$ cat config.mk
export PLATFORM = sky130hd
export DESIGN_NAME = jsp_dr
export DESIGN_NICKNAME = d
export VERILOG_FILES = /design/src/rtl/jsp_pkg.sv /design/src/rtl/jsp_fifo.sv /design/src/rtl/jsp_shifter.sv /design/src/rtl/jsp_dr.sv
export SDC_FILE = /design/constraint.sdc
export NUM_CORES = 1
export LEC_CHECK = 0
export ABC_AREA = 1
export BUFFER_PORTS_ARGS = -buffer_cell sky130_fd_sc_hd__buf_2
export CORE_MARGIN = 1.5
export CORE_UTILIZATION = 47
export CTS_BUF_LIST = sky130_fd_sc_hd__clkbuf_16
export DETAILED_ROUTE_END_ITERATION = 10
export PLACE_DENSITY = 0.65
export SLEW_MARGIN = 20
export SYNTH_ARGS = -nofsm -noshare
export SYNTH_HDL_FRONTEND = slang
export SYNTH_SLANG_ARGS = --single-unit
$ cat constraint.sdc
create_clock -name clk -period 2.8 [get_ports clk]
set_clock_uncertainty 0.15 [all_clocks]
set_input_delay 0.14 -clock clk [delete_from_list [all_inputs] [get_ports clk]]
set_output_delay 0.14 -clock clk [all_outputs]
set_load 0.005 [all_outputs]
$ cat src/rtl/jsp_pkg.sv
`timescale 1ns/1ps
package jsp_pkg;

    localparam int BYTE_W      = 8;
    localparam int JSP_DEPTH   = 8;
    localparam int JSP_PAYLOAD = 8;

    typedef logic [BYTE_W-1:0] byte_t;

    // Header byte: upper nibble is a count, lower nibble is free space
    typedef struct packed {
        logic [3:0] hi;
        logic [3:0] lo;
    } hdr_t;

    function automatic int umin(input int a, input int b);
        return (a < b) ? a : b;
    endfunction

endpackage

$ cat src/rtl/jsp_fifo.sv
`timescale 1ns/1ps
module jsp_fifo
    import jsp_pkg::*;
#(
    parameter int DEPTH = JSP_DEPTH,
    parameter int BULK  = JSP_PAYLOAD,
    parameter int WIN   = 1,
    localparam int CW   = $clog2(DEPTH + 1),
    localparam int NW   = $clog2(BULK + 1),
    localparam int PW   = $clog2(DEPTH)
) (
    input  logic                     clk,
    input  logic                     rst,
    input  logic                     push_one,
    input  byte_t                    push_data,
    input  logic [NW-1:0]            push_many,
    input  logic [BULK-1:0][BYTE_W-1:0] push_bytes,
    input  logic                     pop_one,
    input  logic [NW-1:0]            pop_many,
    output logic [CW-1:0]            count,
    output logic [WIN-1:0][BYTE_W-1:0] window
);

    byte_t         mem [DEPTH];
    logic [PW-1:0] wr_q, rd_q;
    logic [CW-1:0] count_q;

    function automatic logic [PW-1:0] adv(input logic [PW-1:0] p, input int n);
        int s;
        s = int'(p) + n;
        return PW'(s % DEPTH);
    endfunction

    always_ff @(posedge clk) begin
        if (rst) begin
            wr_q    <= '0;
            rd_q    <= '0;
            count_q <= '0;
        end else begin
            for (int k = 0; k < BULK; k++) begin
                if (k < int'(push_many))
                    mem[adv(wr_q, k)] <= push_bytes[k];
            end
            if (push_one)
                mem[adv(wr_q, int'(push_many))] <= push_data;
            wr_q    <= adv(wr_q, int'(push_many) + int'(push_one));
            rd_q    <= adv(rd_q, int'(pop_many) + int'(pop_one));
            count_q <= CW'(int'(count_q) + int'(push_many) + int'(push_one)
                           - int'(pop_many) - int'(pop_one));
        end
    end

    generate
        for (genvar g = 0; g < WIN; g++) begin : g_win
            assign window[g] = mem[adv(rd_q, g)];
        end
    endgenerate

    assign count = count_q;

endmodule

$ cat src/rtl/jsp_shifter.sv
`timescale 1ns/1ps
module jsp_shifter #(
    parameter int FRAME = 72,
    localparam int BCW  = $clog2(FRAME + 1)
) (
    input  logic             clk,
    input  logic             rst,
    input  logic             capture,
    input  logic             shift,
    input  logic             update,
    input  logic [FRAME-1:0] load,
    input  logic             tdi,
    output logic             tdo,
    output logic [FRAME-1:0] frame_q,
    output logic             full
);

    logic [FRAME-1:0] sr_q;
    logic [BCW-1:0]   cnt_q;
    logic             room;

    assign room = (cnt_q < BCW'(FRAME));

    always_ff @(posedge clk) begin
        if (rst) begin
            sr_q  <= '0;
            cnt_q <= '0;
        end else if (capture) begin
            sr_q  <= load;
            cnt_q <= '0;
        end else if (shift && room) begin
            sr_q  <= {tdi, sr_q[FRAME-1:1]};
            cnt_q <= cnt_q + 1'b1;
        end else if (update) begin
            cnt_q <= '0;
        end
    end

    assign tdo     = room ? sr_q[0] : 1'b0;
    assign frame_q = sr_q;
    assign full    = !room;

endmodule

$ cat src/rtl/jsp_dr.sv
`timescale 1ns/1ps
module jsp_dr
    import jsp_pkg::*;
#(
    parameter int DEPTH   = JSP_DEPTH,
    parameter int PAYLOAD = JSP_PAYLOAD
) (
    input  logic        clk,
    input  logic        rst,
    input  logic        tap_capture,
    input  logic        tap_shift,
    input  logic        tap_update,
    input  logic        tdi,
    output logic        tdo,
    output logic        h2t_valid,
    output logic [7:0]  h2t_data,
    input  logic        h2t_ready,
    input  logic        t2h_valid,
    input  logic [7:0]  t2h_data,
    output logic        t2h_ready
);

    localparam int FRAME = BYTE_W * (PAYLOAD + 1);
    localparam int CW    = $clog2(DEPTH + 1);
    localparam int NW    = $clog2(PAYLOAD + 1);

    logic [CW-1:0] h2t_count, t2h_count;
    logic [0:0][BYTE_W-1:0]         h2t_win;
    logic [PAYLOAD-1:0][BYTE_W-1:0] t2h_win;
    logic [PAYLOAD-1:0][BYTE_W-1:0] rx_bytes;
    logic [FRAME-1:0] frame_q, frame_load;
    logic             scan_full, do_upd;
    logic [NW-1:0]    now_avail, now_free, cap_avail, cap_free;
    logic [NW-1:0]    accept_n, push_n, pop_n;
    logic             h2t_pop, t2h_push;
    hdr_t             hdr_out, hdr_in;

    // Counts offered to the host at capture
    always_comb begin
        now_avail = NW'(umin(int'(t2h_count), PAYLOAD));
        now_free  = NW'(umin(DEPTH - int'(h2t_count), PAYLOAD));
        hdr_out   = '{hi: 4'(now_avail), lo: 4'(now_free)};
    end

    assign frame_load[BYTE_W-1:0] = hdr_out;

    generate
        for (genvar k = 0; k < PAYLOAD; k++) begin : g_pay
            assign frame_load[BYTE_W*(k+1) +: BYTE_W] =
                (NW'(k) < now_avail) ? t2h_win[k] : '0;
            assign rx_bytes[k] = frame_q[BYTE_W*(k+1) +: BYTE_W];
        end
    endgenerate

    // Snapshot of what was reported, used to commit at update
    always_ff @(posedge clk) begin
        if (rst) begin
            cap_avail <= '0;
            cap_free  <= '0;
        end else if (tap_capture) begin
            cap_avail <= now_avail;
            cap_free  <= now_free;
        end
    end

    always_comb begin
        hdr_in   = hdr_t'(frame_q[BYTE_W-1:0]);
        accept_n = NW'(umin(umin(int'(hdr_in.hi), int'(cap_free)), PAYLOAD));
        do_upd   = tap_update && scan_full;
        push_n   = do_upd ? accept_n  : '0;
        pop_n    = do_upd ? cap_avail : '0;
    end

    assign h2t_valid = (h2t_count != '0);
    assign h2t_pop   = h2t_valid && h2t_ready;
    assign h2t_data  = h2t_win[0];
    assign t2h_ready = (t2h_count < CW'(DEPTH));
    assign t2h_push  = t2h_valid && t2h_ready;

    jsp_shifter #(.FRAME(FRAME)) u_shift (
        .clk     (clk),
        .rst     (rst),
        .capture (tap_capture),
        .shift   (tap_shift),
        .update  (tap_update),
        .load    (frame_load),
        .tdi     (tdi),
        .tdo     (tdo),
        .frame_q (frame_q),
        .full    (scan_full)
    );

    jsp_fifo #(.DEPTH(DEPTH), .BULK(PAYLOAD), .WIN(1)) u_h2t (
        .clk        (clk),
        .rst        (rst),
        .push_one   (1'b0),
        .push_data  ('0),
        .push_many  (push_n),
        .push_bytes (rx_bytes),
        .pop_one    (h2t_pop),
        .pop_many   ('0),
        .count      (h2t_count),
        .window     (h2t_win)
    );

    jsp_fifo #(.DEPTH(DEPTH), .BULK(PAYLOAD), .WIN(PAYLOAD)) u_t2h (
        .clk        (clk),
        .rst        (rst),
        .push_one   (t2h_push),
        .push_data  (t2h_data),
        .push_many  ('0),
        .push_bytes ('0),
        .pop_one    (1'b0),
        .pop_many   (pop_n),
        .count      (t2h_count),
        .window     (t2h_win)
    );

endmodule

==> key figures <==
Outcome
  • Status: complete, but fails checks
  • Failing checks: negative setup slack

STA
  • Minimum clock period: 3.08 ns
  • Worst Hold Slack: 0.113 ns
  • Slew HR: between 10% and 20%
  • Setup ws final: -0.278 ns
  • Hold Fails Final Rpt: 0
  • Unrepaired setup endpoints after global routing: yes
  • Setup TNS: -20.64 ns
  • Worst-margin pin slew: ~1.2 ns
  • Crit share post-route: 110%
  • Final Slew Violations: 0
  • Setup violators final: about 130
  • F_max: around 320 MHz

Drt
  • Routed wire per std cell: 22.9 um
  • DRC: 0
  • Overall routed net length: slightly below 80 mm
  • Detailed-route vias per instance: 5.98
  • Initial drt markers: between 2000 and 2500
  • Drt pass-1 iters: 6
  • ANT nets after route: 0
  • Vias post-DR: 20400

Place
  • GPL Wtd Cong: between 1 and 1.5
  • Placed wire-length estimate: approximately 59 mm
  • IO buf count: 26
  • Pre-CTS setup slack: -0.412 ns

Power and ir drop
  • Pwr dens: approximately 480 mW/mm^2
  • Pleak: between 10 and 15 nW
  • Peak supply drop: 0.533 mV
  • Tot Pwr: 11.1 mW

Synth
  • Prevailing post-synth register cell: edfxtp_1
  • Syn Nets: about 2700
  • Post-synth EDFFs: between 100 and 150
  • Area share of the largest cell type after synthesis: between 20% and 30%
  • Average size of a mapped cell: 6.50 um^2
  • Synth area leaders: edfxtp_1, nand2_1, dfxtp_1
  • Post-synthesis sequential area ratio: 34.1%
  • Synthesized instance count: ~2700
  • Number of distinct library cells after synthesis: between 50 and 60
  • YS warnings: 0
  • Cell taking the most area after synthesis: edfxtp_1
  • Seq cells post-synth: ~240
  • Synth Cell Area: between 0.015 and 0.02 mm^2
  • Ys async rst share: 0%

Floorplanning
  • Initial core utilization: between 40 and 50%
  • Core area: roughly 0.037 mm^2
  • Ports: 27
  • Die width: just under 200 um
  • Die area: 0.0385 mm^2
  • Chip Height: 196 um
  • # rows: 70

Final layout
  • Share of layout cells above drive strength 1: approximately a quarter
  • Fillers: around 3400
  • Multi-input logic area: ~0.011 mm^2
  • Layout Utilization: 62.4%
  • Layout Nets: around 3000
  • FF+latch area: ~0.006 mm^2
  • Layout Area Growth over Synthesis: 30.5%

Setup path
  • Startpoint Class: flip-flop
  • CP arrival: 3.24 ns
  • Critical path class: reg2reg
  • Worst Path Required: about 3.0 ns
  • Cell breakdown of the critical path: inv_2, ha_4, a21oi_4, buf_6, nand3_4, buf_6, nand3_4, nand3_4, buf_12, buf_12, nand3_4, buf_6, nand2_2, nand3_2, nand3_2, nand2_2, nand2_2, nand2_2, nand2_1, nand2_1, nand2_1
  • Bufs and invs on worst path: 6
  • Largest stage delay, worst path: about 0.33 ns
  • Top delay family on crit path: simple AND/OR/NAND/NOR gates
  • CP Max Fanout: 8
  • Worst Setup End Kind: flip-flop
  • Slowest-stage cell, CP: dfxtp_2

Min path
  • HP Class: in2reg

Global routing
  • Vias in the first global route: 19200
  • Global Route Usage Sum: around two fifths
  • Largest net degree at the start of global routing: 79
  • Initial antenna violation count: 1
  • First-pass GRT wire length: around 110 mm
  • Overflow after GRT: 0

Flow run
  • Max-Cap Viols: 0

Clocking
  • Worst skew pair latency: 0.56 ns
  • Clock buffer count from CTS: 26
  • Htree depth: 1
  • Sink Count: roughly 240
  • Root Driver: clkbuf_16
  • Clk buf depth: 3
  • Clock Pin Slew Worst Setup and Hold Paths: ~0.060 ns
  • CTS tree: built
[power by group]
part           internal [mW]  total [mW]  switching, mW
combinational           1.23        3.48           2.25
clock                   1.97        3.41           1.44
sequential              3.88        4.21          0.327
[worst paths after layout]
path	start	endpoint	slack, ns	depth (start not counted)
worst max-delay path	cap_free[3]	u_h2t.mem[1][6]	-0.28	21
worst max register to register	cap_free[3]	u_h2t.mem[1][6]	-0.28	21
worst min register to register	cap_avail[1]	cap_avail[1]	0.32	2
worst min-delay path	h2t_ready	u_h2t.rd_q[0]	0.11	5
[worst reg2reg max path, stage by stage, from the launching register on]
cell and delay (ns):
dfxtp_2 0.33, inv_2 0.05, ha_4 0.25, a21oi_4 0.23
buf_6 0.14, nand3_4 0.08, buf_6 0.13, nand3_4 0.10
nand3_4 0.08, buf_12 0.16, buf_12 0.15, nand3_4 0.10
buf_6 0.16, nand2_2 0.06, nand3_2 0.08, nand3_2 0.09
nand2_2 0.12, nand2_2 0.07, nand2_2 0.08, nand2_1 0.06
nand2_1 0.07, nand2_1 0.06
[through the flow]
step           instance area, um^2  std cells
2_1_floorplan                17600       2698
3_3_place_gp                 19700       3281
3_5_place_dp                 19700       3281
4_1_cts                      21500       3357
5_1_grt                      22900       3401
6_report                     22900       3401
[per-layer routing]
layer / GRT usage, % / part of all wire [%] / vias to the layer above / routed length (um)
met2: 66.2 / 47 / 1087 / 36500
met4: 24.4 / 7.0 / 0 / 5480
met1: 47.2 / 38 / 9520 / 29500
li1: - / - / 9448 / -
met3: 6.45 / 8.2 / 299 / 6350
met5: 0 / 0 / - / 0
[layout make-up]
cell class              count  area share, %
diodes                      1         0.0109
clock buffers              26           2.84
clock inverters            20          0.841
inverters                 280           4.87
multi-input cells        2035           49.6
flip-flops and latches    235           26.2
well taps                 468           2.56
repair buffers            335           13.0
repair inverters            1         0.0273
[synth_stat cells (8+ instances only)]
master and instances:
o21ai_1 22, clkbuf_1 91, dfxtp_1 107, o22ai_1 12, o21ai_0 282, buf_2 33, o211ai_1 21, a31oi_1 13
inv_1 251, xnor2_1 9, a21oi_1 187, nand2_2 22, nand4_1 45, clkinv_1 8, buf_1 16, inv_2 18
nand2_1 914, a211oi_1 8, o21bai_1 10, a22oi_1 8, ha_1 28, nor3_1 19, nor2_2 8, edfxtp_1 128
nand3_1 166, a221oi_1 47, nor2_1 155
[logic make-up (layout without fill, tap and decap cells)]
| kind of cell | Yosys count | in the layout | share of synthesized area, % |
|---|---|---|---|
| buffers and inverters | 429 | 662 | 9.73 |
| multiplexers | 5 | 5 | 0.285 |
| AO/OA/AOI/OAI | 622 | 622 | 19.9 |
| AND/OR/NAND/NOR | 1359 | 1360 | 32.7 |
| other | 0 | 1 | 0 |
| flip-flops | 235 | 235 | 34.1 |
| XOR/XNOR | 16 | 16 | 0.884 |
| adder cells (fa/ha/maj) | 32 | 32 | 2.45 |
[cell usage in the layout, fill, tap and decap left out, types with 10 or more instances in the layout]
cell / count
a21oi_1: 164
a21oi_2: 19
a221oi_1: 47
a31oi_1: 13
buf_12: 20
buf_2: 27
buf_4: 220
buf_6: 46
clkbuf_16: 27
clkinv_1: 10
dfxtp_1: 100
dlygate4sd3_1: 15
edfxtp_1: 128
ha_1: 20
inv_1: 238
inv_2: 28
nand2_1: 797
nand2_2: 104
nand2_4: 31
nand2_8: 11
nand3_1: 103
nand3_2: 54
nand3_4: 19
nand4_1: 45
nor2_1: 143
nor2_2: 12
nor2_4: 13
nor3_1: 16
o211ai_1: 21
o21ai_0: 252
o21ai_1: 39
o21ai_2: 14
o22ai_1: 12
[sequential cells by signal, summed over array words and instances (netlist names)]
name / cells
u_shift.frame_q: 72
u_h2t.mem: 64
u_t2h.mem: 64
u_shift.cnt_q: 7
cap_avail: 4
cap_free: 4
u_h2t.count: 4
u_t2h.count: 4
u_h2t.rd_q: 3
u_h2t.wr_q: 3
u_t2h.rd_q: 3
u_t2h.wr_q: 3
[what timing repair did]
action                     4_1_cts  5_1_grt
hold buffers                    15        0
gates cloned                     3        4
buffers inserted                12       41
gates resized for setup        163      308
setup endpoints to repair      129      131
hold endpoints to repair        83        0
pin swaps                       28      128
Note: power is estimated with default switching activity, not from simulation.
